--- config.mk ---
export PLATFORM = sky130hd
export DESIGN_NAME = div_unit
export DESIGN_NICKNAME = d
export VERILOG_FILES = /design/src/rtl/div_pkg.sv /design/src/rtl/div_ctrl.sv /design/src/rtl/div_datapath.sv /design/src/rtl/div_unit.sv
export SDC_FILE = /design/constraint.sdc
export NUM_CORES = 1
export LEC_CHECK = 0
export ABC_AREA = 1
export CAP_MARGIN = 30
export CORE_UTILIZATION = 46
export DETAILED_ROUTE_END_ITERATION = 8
export GPL_ROUTABILITY_DRIVEN = 0
export GPL_TIMING_DRIVEN = 1
export PLACE_DENSITY = 0.75
export SYNTH_ARGS = -nofsm -noshare
export SYNTH_HDL_FRONTEND = slang
export SYNTH_SLANG_ARGS = --single-unit
--- constraint.sdc ---
create_clock -name clk_i -period 2.1 [get_ports clk_i]
set_input_delay 0.42 -clock clk_i [delete_from_list [all_inputs] [get_ports clk_i]]
set_output_delay 0.42 -clock clk_i [all_outputs]
set_load 0.02 [all_outputs]
--- src/rtl/div_pkg.sv ---
package div_pkg;
  localparam logic [2:0] OP_DIV = 3'b111;

  function automatic int cnt_width(input int dw);
    return $clog2(dw + 1);
  endfunction
endpackage

--- src/rtl/div_ctrl.sv ---
module div_ctrl #(
  parameter int DW = 32
) (
  input  logic clk_i,
  input  logic rst_ni,
  input  logic start_i,
  output logic busy_o,
  output logic load_o,
  output logic step_o
);
  localparam int CW = div_pkg::cnt_width(DW);
  localparam logic [CW-1:0] CNT_INIT = CW'(DW);

  logic [CW-1:0] cnt_q;
  logic          busy_q;

  assign load_o = start_i && !busy_q;
  assign step_o = busy_q && (cnt_q != '0);
  assign busy_o = busy_q;

  // one finishing cycle after the last step gives 33 busy cycles
  always_ff @(posedge clk_i or negedge rst_ni) begin
    if (!rst_ni) begin
      cnt_q  <= '0;
      busy_q <= 1'b0;
    end else if (load_o) begin
      cnt_q  <= CNT_INIT;
      busy_q <= 1'b1;
    end else if (busy_q) begin
      if (cnt_q == '0) busy_q <= 1'b0;
      else             cnt_q  <= cnt_q - 1'b1;
    end
  end

  AST_START_BUSY: assert property (@(posedge clk_i) disable iff (!rst_ni)
    load_o |=> (busy_q && cnt_q == CNT_INIT));
  AST_BUSY_END: assert property (@(posedge clk_i) disable iff (!rst_ni)
    $fell(busy_q) |-> ($past(cnt_q) == '0));
  AST_LOAD_XOR_STEP: assert property (@(posedge clk_i) disable iff (!rst_ni)
    $onehot0({load_o, step_o}));
endmodule

--- src/rtl/div_datapath.sv ---
module div_datapath #(
  parameter int DW = 32
) (
  input  logic          clk_i,
  input  logic          rst_ni,
  input  logic          load_i,
  input  logic          step_i,
  input  logic [DW-1:0] dividend_i,
  input  logic [DW-1:0] divisor_i,
  output logic          dbz_o,
  output logic [DW-1:0] quot_o,
  output logic [DW-1:0] rem_o
);
  localparam int AW = 2 * DW + 1;  // extra top bit keeps large divisors exact
  localparam int HW = DW + 1;

  logic [AW-1:0] acc_q, acc_nxt;
  logic [DW-1:0] dvs_q;
  logic          dbz_q;
  logic [HW-1:0] hi, diff;
  logic [DW-1:0] lo;
  logic          fits;

  assign hi   = acc_q[AW-1:DW];
  assign lo   = acc_q[DW-1:0];
  assign fits = hi >= {1'b0, dvs_q};
  assign diff = hi - {1'b0, dvs_q};

  always_comb begin
    if (fits) acc_nxt = {diff[DW-1:0], lo, 1'b1};
    else      acc_nxt = {hi[DW-1:0], lo, 1'b0};
  end

  always_ff @(posedge clk_i or negedge rst_ni) begin
    if (!rst_ni) begin
      acc_q <= '0;
      dvs_q <= '0;
      dbz_q <= 1'b0;
    end else if (load_i) begin
      acc_q <= {{DW{1'b0}}, dividend_i, 1'b0};  // pre-shifted by one
      dvs_q <= divisor_i;
      dbz_q <= (divisor_i == '0);
    end else if (step_i) begin
      acc_q <= acc_nxt;
    end
  end

  assign quot_o = lo;
  assign rem_o  = hi[DW:1];  // undo the load pre-shift
  assign dbz_o  = dbz_q;

  AST_ACC_HOLD: assert property (@(posedge clk_i) disable iff (!rst_ni)
    (!load_i && !step_i) |=> $stable(acc_q));
  AST_DVS_HOLD: assert property (@(posedge clk_i) disable iff (!rst_ni)
    !load_i |=> $stable(dvs_q));
  AST_DIFF_FITS: assert property (@(posedge clk_i) disable iff (!rst_ni)
    (step_i && fits) |-> !diff[DW]);
  AST_REM_BOUND: assert property (@(posedge clk_i) disable iff (!rst_ni)
    (!load_i && !step_i && dvs_q != '0) |-> (rem_o < dvs_q));
endmodule

--- src/rtl/div_unit.sv ---
module div_unit #(
  parameter int DW = 32
) (
  input  logic          clk_i,
  input  logic          rst_ni,
  input  logic [2:0]    op_i,
  input  logic [DW-1:0] dividend_i,
  input  logic [DW-1:0] divisor_i,
  output logic          busy_o,
  output logic          dbz_o,
  output logic [DW-1:0] quot_o,
  output logic [DW-1:0] rem_o,
  output logic [2*DW-1:0] result_o
);
  logic start, load, step;

  assign start = (op_i == div_pkg::OP_DIV);

  div_ctrl #(.DW(DW)) i_ctrl (
    .clk_i  (clk_i),
    .rst_ni (rst_ni),
    .start_i(start),
    .busy_o (busy_o),
    .load_o (load),
    .step_o (step)
  );

  div_datapath #(.DW(DW)) i_dp (
    .clk_i     (clk_i),
    .rst_ni    (rst_ni),
    .load_i    (load),
    .step_i    (step),
    .dividend_i(dividend_i),
    .divisor_i (divisor_i),
    .dbz_o     (dbz_o),
    .quot_o    (quot_o),
    .rem_o     (rem_o)
  );

  assign result_o = {rem_o, quot_o};

  AST_DBZ_QUOT: assert property (@(posedge clk_i) disable iff (!rst_ni)
    (!busy_o && dbz_o) |-> (&quot_o));
  AST_BUSY_START: assert property (@(posedge clk_i) disable iff (!rst_ni)
    (start && !busy_o) |=> busy_o);
endmodule

Word-level counts from Yosys, hierarchy flattened
Index checks and enable logic that the tools add are counted.
Word-level totals
  bits in registers: 105
  input bits: 69
  output and inout port bits: 130
  logic and storage cells: 28
Operators by class
  $add $sub $neg: 2
  order comparisons: 1
  equality and inequality tests: 2
  muxes and demuxes: 9
  reduce and logical (&&, ||, !) cells: 9
Operator list (number)
  two-way mux 65 bit: 3
  greater-or-equal comparator 33 x 32 -> 1 bit: 1
  zero test 32 bit: 1
  subtractor 32 bit: 1
  two-way mux 6 bit: 3
  zero test 6 bit: 1
  nonzero test 6 bit: 1
  subtractor 6 x 1 -> 6 bit (second input constant): 1
  nonzero test 2 bit: 2
  equality test 3 bit (second input constant): 1
  two-way mux 1 bit: 3
  logical AND 1 bit: 2
  inequality test 2 x 1 -> 1 bit (second input constant): 1
  AND reduction 2 bit: 1
  zero test 1 bit: 1

Logic depth before layout (Yosys ltp)
  word-level depth: 4
  gate-level depth with buffers: 17
  gate-level depth less buffers: 16

Hierarchy
Synthesis repeated with hierarchy kept, for this count alone.
Unflattened totals
  cell total of the unflattened synthesis: 1235
  area total of the unflattened synthesis: 8409.3 µm²
By module, submodules not included
  div_datapath: times used 1, cells each 1124, area an instance 7524.7 µm², seq. area each 2452.4 µm²
  div_unit: times used 1, cells each 67, area an instance 494.2 µm², seq. area each 0.0 µm²
  div_ctrl: times used 1, cells each 44, area an instance 390.4 µm², seq. area each 175.2 µm²

Least setup slack after synthesis
OpenSTA, ideal clock, no wires.
  path kind: flip-flop to flip-flop
  start: register i_dp.acc_q[52]
  end: register i_dp.acc_q[39]
  setup time: 117 ps
  arrival time: 1820 ps
  data required time: 1983 ps
  setup slack: 162 ps
  stages on the path, launching flop included: 15
  buffers on the path: 1
  period minus slack after synthesis: 1938 ps
  cell sequence: dfrtp_1 > ha_1 > nand2_2 > inv_2 > nand2_1 > nand2_1 > nand2_1 > nand2_1 > nand2_1 > nand3_2 > nor2_8 > buf_2 > nand3b_1 > nand3_1 > nand2_1
Between the ends
  longest elaborated chain between the ends: 4
Ends and longest elaborated chain
  start, declared: RTL line div_datapath.sv:17  | logic [AW-1:0] acc_q, acc_nxt;
  start signal, assigned: RTL line div_datapath.sv:40  | acc_q <= {{DW{1'b0}}, dividend_i, 1'b0};
  start signal, assigned: RTL line div_datapath.sv:44  | acc_q <= acc_nxt;
  greater-or-equal comparator 33 x 32 -> 1 bit: RTL line div_datapath.sv:26  | assign fits = hi >= {1'b0, dvs_q};
  two-way mux 65 bit: RTL line div_datapath.sv:30  | if (fits) acc_nxt = {diff[DW-1:0], lo, 1'b1};
  two-way mux 65 bit: RTL line div_datapath.sv:43  | end else if (step_i) begin
  two-way mux 65 bit: RTL line div_datapath.sv:39  | end else if (load_i) begin
No other way between the ends. The select of a mux whose other input is x is not followed.
A chain may end at the register's enable or synchronous reset.

Final worst setup path
  start: register i_dp.dvs_q[0]
  end: register i_dp.acc_q[57]
Between the ends
  longest elaborated chain between the ends: 4
  elaborated cells between the ends (all ways): 5
  those cells by class: 1 x add/sub; 1 x order compare; 3 x mux
Ends and longest elaborated chain
  start, declared: RTL line div_datapath.sv:18  | logic [DW-1:0] dvs_q;
  start signal, assigned: RTL line div_datapath.sv:41  | dvs_q <= divisor_i;
  subtractor 32 bit or greater-or-equal comparator 33 x 32 -> 1 bit (tied branches): RTL line div_datapath.sv:27, div_datapath.sv:26
  two-way mux 65 bit *: RTL line div_datapath.sv:30
  two-way mux 65 bit *: RTL line div_datapath.sv:43
  two-way mux 65 bit *: RTL line div_datapath.sv:39
Every way passes the cells marked *; elsewhere a longest branch is shown, timed or not. The select of a mux whose other input is x is not followed.

==> results.yml <==
yosys:
  synthCells: 1208
  avgSynthCellArea_um2: 6.95
  ys_types: 39
  ys_seq_area_share_pct: 31.3
  ys_ff_latch: 105
  syn_nets: 1311
  netlist_area_mm2: 0.00839
  yosysWarnings: 0
critical_path:
  crit_fanout: 4
  worst_setup_path_start_kind: "flop"
  setup.worst_path.end: "i_dp.acc_q[57]$_DFFE_PN0P_"
  crit_arrival_ps: 2310
  regToRegSetupSlack_ps: 50
  worst_setup_path_end_kind: "flop"
  cp_data_required_time_ps: 2360
  r2r_cells: 14
  timing_worst_setup_path_type: "reg -> reg"
  reg2reg_from: "i_dp.dvs_q[0]$_DFFE_PN0P_"
  r2r_end: "i_dp.acc_q[57]$_DFFE_PN0P_"
  crit_start: "i_dp.dvs_q[0]$_DFFE_PN0P_"
floorplan:
  start_util_pct: 46.9
  dieHeight_um: 137
  die_w_um: 137
  io_pins: 199
  rows: 49
  core_area_mm2: 0.0179
  dieArea_mm2: 0.0188
global_route:
  grt-ovfl-total: 0
  grt_max_degree: 96
  grt_antenna_before_repair: 0
  grt_pass1_vias: 7508
  track_usage_pct: 24.1
  grt_pass1_wl_um: 35900
sta:
  clock.fmax_mhz: 488
  grt_setup_unrepaired: "yes"
  slew_headroom_pct: 65.1
  setup_slack_ps: 49.9
  fin_crit_ps: 2050
  clock_skew_ps: 10.3
  setup_viol: 0
  final.period_utilization_pct: 97.6
  hold_viol_final: 0
  worst_slew_pin_slew_ps: 522
  drv_slew: 0
cts:
  cts_tree: "built"
  cts-htree-levels: 3
  cts_buffer_depth: 2
  cts_buffers: 9
  holdBufCountCts: 0
  root_buffer: "clkbuf_16"
  clkSinkCount: 105
  path_clk_slew_ps: 80
  clk_latency_ps: 370
finish:
  antennaDiodeCount: 0
  drive_gt1_share_pct: 23.3
  layout_common_cells: "nand2_1, clkdlybuf4s50_1, inv_1, dfrtp_1, buf_4"
  fin_nets: 1460
  layout_commonest_cell: "nand2_1"
  areaGrowthSynthToFinish_pct: 38.0
detailed_routing:
  wire_per_inst_um: 15.0
  via_per_inst: 5.04
  first_pass_iters: 5
  drc: 0
  wl_um: 23900
  antenna_left: 0
  vias: 8026
  first_iter_violations: 703
placement:
  dp_slack_ps: -116
  hpwl_um: 17100
  port_buffers: 198
hold_path:
  hold_path.class: "in -> async"
outcome:
  status: "finished clean"
flow_run:
  cap_violations: 0
-- kinds of logic after synthesis --
kind of cell,share of synthesized area (%)
DFF,31.3
xor gates and xnor gates,1.46
and+or+nand+nor,32.0
adders and majority gates,5.16
AOI/OAI and AO/OA,7.41
buffers and inverters,22.6
-- worst min-delay path by stage --
stage / start / end / slack (ps)
2_1_floorplan: rst_ni / i_ctrl.busy_o$_DFF_PN0_ / 120
3_3_place_gp: rst_ni / i_dp.acc_q[21]$_DFFE_PN0P_ / 470
3_5_place_dp: rst_ni / i_dp.acc_q[21]$_DFFE_PN0P_ / 460
4_1_cts: rst_ni / i_dp.acc_q[21]$_DFFE_PN0P_ / 80
5_1_grt: rst_ni / i_dp.acc_q[21]$_DFFE_PN0P_ / 90
6_report: rst_ni / i_dp.acc_q[21]$_DFFE_PN0P_ / 60
-- area by class of cell --
| cell class | count | area, µm² |
|---|---|---|
| Fill cell | 1484 | 6320 |
| Clock buffer | 9 | 225 |
| Tap cell | 229 | 287 |
| Timing Repair Buffer | 298 | 2880 |
| Multi-Input combinational cell | 743 | 4730 |
| Inverter | 200 | 752 |
| Clock inverter | 7 | 86.3 |
| Sequential cell | 105 | 2630 |
-- cells in the mapped netlist, drive strengths merged --
cell type	instances	share of area, %
clkinv	1	0.045
clkbuf	13	0.58
a21o	1	0.089
inv	199	8.9
ha	33	4.9
nor3	3	0.24
nand4	11	0.82
nand3b	24	2.1
o21a	3	0.27
o31ai	1	0.089
a21oi	21	1.3
o21ai	37	2.2
nor2	50	2.8
dfrtp	105	31
o221ai	32	3.3
nand2	428	20
o22ai	1	0.075
xor2	1	0.10
nand3	70	4.7
xnor2	13	1.4
and2	3	0.22
or2	1	0.075
and3	1	0.075
o21bai	1	0.089
fa	1	0.24
buf	147	13
nor4	7	0.52
-- through the flow --
stage	instance area (µm²)	utilization, %	hold WS, ps	cells	setup TNS (ps)
global placement	10200	57.1	466	1559	-149
finish	11600	64.7	57.4	1591	0
floorplan	8390	-	124	1208	0
CTS	10600	59.1	78.6	1575	-31.4
global route	11600	64.7	92.1	1591	-590
detailed placement	10200	57.1	465	1559	-475
-- repair_timing --
item | in CTS | in global routing
endpoints found under the setup margin | 28 | 33
pin swaps | 0 | 47
buffers inserted | 0 | 13
gates resized for setup | 8 | 179
gates cloned | 0 | 3
-- critical path, stage by stage (launching register included) --
cell and delay, ps:
dfrtp_1 390, ha_2 210, fa_2 340, inv_1 80, nand3_1 90, nand3_2 140, nand2_2 100, nand2_4 80
nand2_2 70, nand3_1 80, nand2_1 50, nand2_1 130, nand2_4 70, nand3_2 60, nand2_1 50
-- flip-flops by register name (all words and copies together) (netlist names) --
name           flops
i_dp.dbz_o         1
i_ctrl.busy_o      1
i_dp.dvs_q        32
i_dp.acc_q        65
i_ctrl.cnt_q       6
-- routing by layer --
metal | wire length (µm) | share of wire, % | track usage [%]
met4 | 658 | 2.8 | 8.49
met2 | 11600 | 49 | 40.0
met5 | 0 | 0 | 0
met1 | 10300 | 43 | 32.2
met3 | 1340 | 5.6 | 3.07
Power is left out: the tool's default activity adds up to more than one toggle a clock period on the data nets, which glitch-free logic cannot reach.
